[config.mk]
export PLATFORM = sky130hd
export DESIGN_NAME = irqc_top
export DESIGN_NICKNAME = d
export VERILOG_FILES = /design/src/rtl/irqc_pkg.sv /design/src/rtl/irqc_level_split.sv /design/src/rtl/irqc_pick.sv /design/src/rtl/irqc_top.sv
export SDC_FILE = /design/constraint.sdc
export NUM_CORES = 1
export LEC_CHECK = 0
export ABC_AREA = 0
export BUFFER_PORTS_ARGS = -buffer_cell sky130_fd_sc_hd__buf_2
export CAP_MARGIN = 40
export CELL_PAD_IN_SITES_DETAIL_PLACEMENT = 1
export CELL_PAD_IN_SITES_GLOBAL_PLACEMENT = 1
export CORE_MARGIN = 5
export CORE_UTILIZATION = 34
export DETAILED_ROUTE_END_ITERATION = 10
export PLACE_DENSITY_LB_ADDON = 0.1
export SKIP_LAST_GASP = 1
export SLEW_MARGIN = 0
export SYNTH_ARGS = -nofsm -noshare
export SYNTH_HDL_FRONTEND = slang
export SYNTH_SLANG_ARGS = --single-unit
[constraint.sdc]
create_clock -name clk_i -period 1.7 [get_ports clk_i]
set_input_delay 0.34 -clock clk_i [delete_from_list [all_inputs] [get_ports clk_i]]
set_output_delay 0.34 -clock clk_i [all_outputs]
set_load 0.01 [all_outputs]
[src/rtl/irqc_pkg.sv]
package irqc_pkg;

    // Level of the source granted in the presented request
    typedef enum logic [1:0] {
        LVL_NONE = 2'd0,
        LVL_LOW  = 2'd1,
        LVL_HIGH = 2'd2
    } lvl_e;

    // Handler address for a source index on a fixed grid
    function automatic logic [31:0] grid_addr(input int unsigned idx,
                                              input int unsigned base,
                                              input int unsigned stride);
        return 32'(base + stride * idx);
    endfunction

endpackage

[src/rtl/irqc_level_split.sv]
module irqc_level_split #(
    parameter int unsigned NUM_SRC = 21
) (
    input  logic [NUM_SRC-1:0] pend_i,
    input  logic [NUM_SRC-1:0] en_i,
    input  logic [NUM_SRC-1:0] prio_i,
    input  logic               gen_en_i,
    output logic [NUM_SRC-1:0] req_hi_o,
    output logic [NUM_SRC-1:0] req_lo_o
);

    // Per-source masking and level sorting
    for (genvar g = 0; g < NUM_SRC; g++) begin : g_src
        logic live;
        assign live        = gen_en_i & pend_i[g] & en_i[g];
        assign req_hi_o[g] = live &  prio_i[g];
        assign req_lo_o[g] = live & ~prio_i[g];
    end

endmodule

[src/rtl/irqc_pick.sv]
module irqc_pick #(
    parameter int unsigned NUM_SRC = 21,
    localparam int unsigned IDX_W  = (NUM_SRC > 1) ? $clog2(NUM_SRC) : 1
) (
    input  logic [NUM_SRC-1:0] req_i,
    output logic               found_o,
    output logic [IDX_W-1:0]   idx_o
);

    // Fixed order: scan from the top so the lowest index is written last
    always_comb begin
        found_o = 1'b0;
        idx_o   = '0;
        for (int i = NUM_SRC - 1; i >= 0; i--) begin
            if (req_i[i]) begin
                found_o = 1'b1;
                idx_o   = IDX_W'(i);
            end
        end
    end

endmodule

[src/rtl/irqc_top.sv]
module irqc_top
    import irqc_pkg::*;
#(
    parameter int unsigned NUM_SRC    = 21,
    parameter int unsigned ADDR_W     = 16,
    parameter int unsigned VEC_BASE   = 3,
    parameter int unsigned VEC_STRIDE = 8
) (
    input  logic               clk_i,
    input  logic               rst_ni,
    input  logic [NUM_SRC-1:0] pend_i,
    input  logic [NUM_SRC-1:0] en_i,
    input  logic [NUM_SRC-1:0] prio_i,
    input  logic               gen_en_i,
    input  logic               vec_ack_i,
    input  logic               reti_i,
    output logic               irq_o,
    output logic [ADDR_W-1:0]  vec_o,
    output logic [NUM_SRC-1:0] src_ack_o
);

    localparam int unsigned IDX_W = (NUM_SRC > 1) ? $clog2(NUM_SRC) : 1;

    typedef struct packed {
        logic               isv_lo;
        logic               isv_hi;
        logic               irq;
        lvl_e               g_lvl;
        logic [IDX_W-1:0]   idx;
        logic [ADDR_W-1:0]  vec;
        logic [NUM_SRC-1:0] sack;
    } st_t;

    st_t st_d, st_q;

    logic [NUM_SRC-1:0] req_hi, req_lo;
    logic               hi_found, lo_found;
    logic [IDX_W-1:0]   hi_idx, lo_idx;

    irqc_level_split #(.NUM_SRC(NUM_SRC)) split_i (
        .pend_i   (pend_i),
        .en_i     (en_i),
        .prio_i   (prio_i),
        .gen_en_i (gen_en_i),
        .req_hi_o (req_hi),
        .req_lo_o (req_lo)
    );

    irqc_pick #(.NUM_SRC(NUM_SRC)) pick_hi_i (
        .req_i   (req_hi),
        .found_o (hi_found),
        .idx_o   (hi_idx)
    );

    irqc_pick #(.NUM_SRC(NUM_SRC)) pick_lo_i (
        .req_i   (req_lo),
        .found_o (lo_found),
        .idx_o   (lo_idx)
    );

    always_comb begin
        st_d      = st_q;
        st_d.sack = '0;

        // Return from handler unwinds the innermost level first
        if (reti_i) begin
            if (st_q.isv_hi) begin
                st_d.isv_hi = 1'b0;
            end else begin
                st_d.isv_lo = 1'b0;
            end
        end

        // Vector taken: only meaningful on a live presented request
        if (vec_ack_i && st_q.irq) begin
            for (int i = 0; i < NUM_SRC; i++) begin
                st_d.sack[i] = (st_q.idx == IDX_W'(i));
            end
            if (st_q.g_lvl == LVL_HIGH) begin
                st_d.isv_hi = 1'b1;
            end else begin
                st_d.isv_lo = 1'b1;
            end
        end

        // Arbitrate against the updated in-service state
        if (!st_d.isv_hi && hi_found) begin
            st_d.irq   = 1'b1;
            st_d.g_lvl = LVL_HIGH;
            st_d.idx   = hi_idx;
        end else if (!st_d.isv_hi && !st_d.isv_lo && lo_found) begin
            st_d.irq   = 1'b1;
            st_d.g_lvl = LVL_LOW;
            st_d.idx   = lo_idx;
        end else begin
            st_d.irq   = 1'b0;
            st_d.g_lvl = LVL_NONE;
            st_d.idx   = '0;
        end

        st_d.vec = st_d.irq
                 ? ADDR_W'(grid_addr(32'(st_d.idx), VEC_BASE, VEC_STRIDE))
                 : '0;
    end

    always_ff @(posedge clk_i or negedge rst_ni) begin
        if (!rst_ni) begin
            st_q <= '{isv_lo: 1'b0, isv_hi: 1'b0, irq: 1'b0, g_lvl: LVL_NONE,
                      idx: '0, vec: '0, sack: '0};
        end else begin
            st_q <= st_d;
        end
    end

    assign irq_o     = st_q.irq;
    assign vec_o     = st_q.vec;
    assign src_ack_o = st_q.sack;

endmodule

======== After elaboration in Yosys (flattened, before gate mapping) ========
Index checks and enable logic that the tools add are counted.
word-level totals
  logic and storage cells ................. 234
  output and inout bits ................... 38
  input port bits ......................... 68
  flip-flop bits (word level) ............. 40
cells by class
  mux-type cells .......................... 93
  reduce and logical (&&, ||, !) cells .... 7
  bitwise operators ....................... 105
  add/sub/neg operators ................... 1
  eq/ne operators ......................... 21
operators by type and width
  operator                                                          number
  5-bit 2-to-1 mux                                                  42
  1-bit bitwise AND                                                 84
  1-bit 2-to-1 mux                                                  45
  5-bit by 4-bit == test with 1-bit output (second input constant)  8
  5-bit == test (second input constant)                             5
  21-bit 2-to-1 mux                                                 1
  1-bit inverter                                                    21
  5-bit by 3-bit == test with 1-bit output (second input constant)  4
  8-bit 2-to-1 mux                                                  2
  5-bit by 2-bit == test with 1-bit output (second input constant)  2
  2-bit by 8-bit adder with 9-bit output (first input constant)     1
  9-bit 2-to-1 mux                                                  1
  5-bit by 1-bit == test with 1-bit output (second input constant)  1
  5-bit logical NOT                                                 1
  1-bit logical AND                                                 4
  2-bit 2-to-1 mux                                                  2
  2-bit == test (second input constant)                             1
  1-bit logical NOT                                                 2

======== Longest topological paths before layout ========
  word-level depth ........................ 29
  mapped depth ............................ 8
  mapped depth without buffers ............ 6

======== Modules after synthesis ========
A second synthesis with hierarchy kept.
unflattened totals
  cells, all modules ...................... 275
  area, all modules ....................... 2,573.7 um^2
modules (own cells, without submodules)
  module            times used  area each (um^2)  cells each  sequential area each (um^2)
  irqc_top          1           1,666.6           147         900.9
  irqc_pick         2           234.0             41          0.0
  irqc_level_split  1           439.2             46          0.0

======== Worst setup path before layout ========
OpenSTA, ideal clock, no wires.
  path kind ............................... input to register
  start point ............................. in gen_en_i
  end point ............................... reg st_q[37] (netlist name)
  required time ........................... 1.599 ns
  library setup time ...................... 0.101 ns
  arrival time ............................ 1.715 ns
  setup slack ............................. -0.116 ns
  path buffers ............................ 2
  stages .................................. 7
  path through ............................ buf_6 -> buf_6 -> nand4_1 -> nand4_2 -> nor4_4 -> nand4_4 -> o32ai_1
RTL lines
  what                  line             text
  from (decl)           irqc_top.sv:14   input logic gen_en_i,
  to (signal assigned)  irqc_top.sv:108  st_q <= '{isv_lo: 1'b0, isv_hi: 1'b0, irq: 1'b0, g_lvl: LVL_NONE,
  to (signal assigned)  irqc_top.sv:111  st_q <= st_d;
  to (decl)             irqc_top.sv:34   st_t st_d, st_q;

==> impl_metrics.env <==
export IMPL_pins_over_slew_limit=0
export IMPL_synth_enable_flop_cells=0
export IMPL_cts_h_tree_depth=2
export IMPL_timing_critical_path_to_type="register"
export IMPL_switchingPower_w=0.0008728
export IMPL_cellInternalPower_w=0.001777
export IMPL_yosysMostFrequentCell="sky130_fd_sc_hd__buf_4"
export IMPL_worstSetupStartpointType="input pin"
export IMPL_seq_area_frac_synth_pct=37.78
export IMPL_die_height_um=93.75
export IMPL_netlist_area_um2=2385
export IMPL_drv_max_cap_violation_count=0
export IMPL_criticalPathCategory="input pin to register"
export IMPL_cts_sinks=36
export IMPL_arithmetic_cell_share_of_the_synthesized_area_counting_full_adders_half_adders_and_majority_gates_pct=0.4197
export IMPL_clock_power_share_pct=22.1
export IMPL_start_util_pct=35.10
export IMPL_cts_hold_buffers=0
export IMPL_drt_iter0_drc=40
export IMPL_yosys_area_share_simple_pct=35.57
export IMPL_synthDistinctLibCells=42
export IMPL_r2r_start="st_q[45]$_DFF_PN0_"
export IMPL_total_detailed_routing_wirelength_mm=7.003
export IMPL_finalCritPeriodShare_pct=93.86
export IMPL_cp_max_fo=5
export IMPL_synth_xor_area_share_pct=0
export IMPL_crit_required_ns=1.89
export IMPL_post_synth_main_area_contributors="sky130_fd_sc_hd__dfrtp_1, sky130_fd_sc_hd__buf_4, sky130_fd_sc_hd__nand4_1, sky130_fd_sc_hd__nand4b_1, sky130_fd_sc_hd__nor2_1"
export IMPL_synthDominantAreaCellType="sky130_fd_sc_hd__dfrtp_1"
export IMPL_via_count=2433
export IMPL_cell_pwr_density_nw_per_um2=796.9
export IMPL_synth_ff_latch_count=36
export IMPL_place_detailed_hpwl_mm=5.663
export IMPL_die_area_um2=8789
export IMPL_floorplan_rows=30
export IMPL_cp_data_arrival_time_ns=1.78
export IMPL_filler_cell_count=845
export IMPL_hold_viol=0
export IMPL_diodes=0
export IMPL_final_layout_size_suffix_gt1_share_pct=44.96
export IMPL_grt_first_pass_wirelength_mm=10.88
export IMPL_clk_insertion_delay_late_ns=0.28
export IMPL_antenna_violations_before_repair=0
export IMPL_vias_in_the_first_global_route=2458
export IMPL_dpl_cell_area_um2=3037
export IMPL_ant_nets=0
export IMPL_worst_r2r_setup_slack_ns=0.11
export IMPL_first_pass_iters=4
export IMPL_layout_area_overhead_vs_synth_pct=39.40
export IMPL_clock_edge_transition_at_the_registers_on_the_reported_setup_and_hold_paths_ns=0.07
export IMPL_run_status="completed"
export IMPL_fp_dieW_um=93.75
export IMPL_async_reset_ff_share_pct=100.0
export IMPL_synth_compound_area_share_pct=11.65
export IMPL_core_area_um2=6794
export IMPL_p_leak_nw=1.714
export IMPL_synth_mux_area_fraction_pct=0
export IMPL_cts_inserted_buffers=5
export IMPL_finalInstanceArea_um2=3324
export IMPL_r2r_end="st_q[39]$_DFF_PN0_"
export IMPL_grt_max_degree=37
export IMPL_place_congestion=0.7461
export IMPL_tritoncts="built"
export IMPL_finalSetupViolations=0
export IMPL_globalRoute_totalOverflow=0
export IMPL_finalCriticalPeriod_ns=1.596
export IMPL_crit_path_start="en_i[7]"
export IMPL_r2r_worst_path_cells=5
export IMPL_drc=0
export IMPL_design_portCount=106
export IMPL_top_ff_cell_synth="sky130_fd_sc_hd__dfrtp_1"
export IMPL_ys_warnings_count=0
export IMPL_irDropWorstVdd_uv=335.9
export IMPL_clockRootBuffer="sky130_fd_sc_hd__clkbuf_8"
export IMPL_syn_avg_cell_area_um2=9.033
export IMPL_synth_cells_most_frequent="sky130_fd_sc_hd__buf_4, sky130_fd_sc_hd__dfrtp_1, sky130_fd_sc_hd__nand4_1, sky130_fd_sc_hd__nor2_1, sky130_fd_sc_hd__nand2_1"
export IMPL_fmax_mhz=626.7
export IMPL_seqPwrFrac_pct=41.4
export IMPL_io_buffer_count=96
export IMPL_routed_wire_length_per_instance_um=14.50
export IMPL_clock_tree_buffer_depth=2
export IMPL_gr_usage_all_layers_pct=15.10
export IMPL_synth_top_area_share_pct=37.78
export IMPL_synth_cells=264
export IMPL_setup_tns_final_ns=0
export IMPL_hold_path_class="input pin to asynchronous set/reset pin"
export IMPL_power_switching_share_pct=32.94
export IMPL_p_comb_share_pct=36.5
export IMPL_clock_skew_ns=0.008850
export IMPL_vias_per_cell=5.037
export IMPL_layout_nets=454
export IMPL_synth_top_family_by_area="simple AND/OR/NAND/NOR gates"
per-stage QoR:
stage / total power (W) / setup slack (ns) / hold WS, ns / utilization [%] / std cells
floorplan: 0.001670 / -0.1156 / 0.04441 / - / 272
finish: 0.002649 / 0.1044 / 0.01112 / 48.93 / 483
CTS: 0.002612 / 0.004805 / 0.009875 / 46.92 / 477
detailed placement: 0.001974 / -0.5191 / 0.3141 / 44.70 / 465
global placement: 0.001951 / -0.4603 / 0.3122 / 44.70 / 465
global route: 0.002834 / -0.009868 / 0.01779 / 48.93 / 483
layout by cell type, fill, tap and decap left out, types with 4 or more instances in the layout:
cell / netlist / layout
sky130_fd_sc_hd__nand2b_1: 7 / 7
sky130_fd_sc_hd__clkbuf_8: 0 / 6
sky130_fd_sc_hd__nand2_1: 23 / 22
sky130_fd_sc_hd__o32ai_2: 0 / 6
sky130_fd_sc_hd__nor2_1: 25 / 25
sky130_fd_sc_hd__a21oi_1: 6 / 5
sky130_fd_sc_hd__conb_1: 1 / 9
sky130_fd_sc_hd__nand4_1: 29 / 29
sky130_fd_sc_hd__nand3_1: 9 / 9
sky130_fd_sc_hd__buf_2: 2 / 95
sky130_fd_sc_hd__buf_4: 37 / 51
sky130_fd_sc_hd__nand4b_1: 20 / 20
sky130_fd_sc_hd__dfrtp_1: 36 / 36
sky130_fd_sc_hd__nor3_1: 5 / 5
sky130_fd_sc_hd__inv_1: 4 / 4
metal layers:
layer  routed length, um  part of all wire (%)  global-route usage [%]
met5                   0                     0                       0
met2                3858                    55                   28.80
met3                 396                   5.7                   2.564
met4                  42                  0.60                   4.332
met1                2706                    39                   16.98
registers in the layout (all words and copies together) (netlist names):
register	count
src_ack_o	21
st_q	9
vec_o	6
worst max-delay path: stages:
cell                      delay, ns
sky130_fd_sc_hd__buf_2         0.11
sky130_fd_sc_hd__nand4_1       0.14
sky130_fd_sc_hd__nand4_1       0.26
sky130_fd_sc_hd__nor4_4        0.31
sky130_fd_sc_hd__buf_4         0.19
sky130_fd_sc_hd__nand4_4       0.13
sky130_fd_sc_hd__o32ai_2       0.29
repair_timing:
action	4_1_cts	5_1_grt
pin swaps	3	9
gates resized for setup	7	9
cloned	1	2
setup buffers	3	4
endpoints found under the setup margin	13	10
power groups by stage:
stage / sequential, W / clock (W) / combinational [W]
floorplan: 0.00107 / 0 / 0.000601
global placement: 0.00111 / 0 / 0.000839
detailed placement: 0.00111 / 0 / 0.000860
CTS: 0.00110 / 0.000604 / 0.000908
global route: 0.00112 / 0.000651 / 0.00106
finish: 0.00110 / 0.000585 / 0.000968
final cells by class:
type | count | area (um^2) | share of cell area (%)
sequential | 36 | 900.9 | 27.10
timing repair buffer | 150 | 955.9 | 28.75
inverter | 4 | 15.01 | 0.4516
tap | 96 | 120.1 | 3.613
multi-input combinational | 189 | 1242 | 37.37
clock buffer | 8 | 90.09 | 2.710
logic make-up after synthesis:
| group | count (synthesis) |
|---|---|
| flip-flops | 36 |
| AO/OA/AOI/OAI | 38 |
| other | 1 |
| buffers and inverters | 48 |
| AND/OR/NAND/NOR | 140 |
| adder cells (fa/ha/maj) | 1 |
worst max path at each step:
| stage | endpoint | slack (ns) | depth (start not counted) |
|---|---|---|---|
| after floorplan | st_q[37]$_DFF_PN0_ | -0.12 | 7 |
| after global placement | st_q[37]$_DFF_PN0_ | -0.46 | 8 |
| after detailed placement | vec_o[3]$_DFF_PN0_ | -0.52 | 8 |
| after CTS | st_q[37]$_DFF_PN0_ | 0.005 | 8 |
| after global routing | st_q[39]$_DFF_PN0_ | -0.01 | 7 |
| final | st_q[39]$_DFF_PN0_ | 0.10 | 7 |
Power figures use the tool's default switching activity.
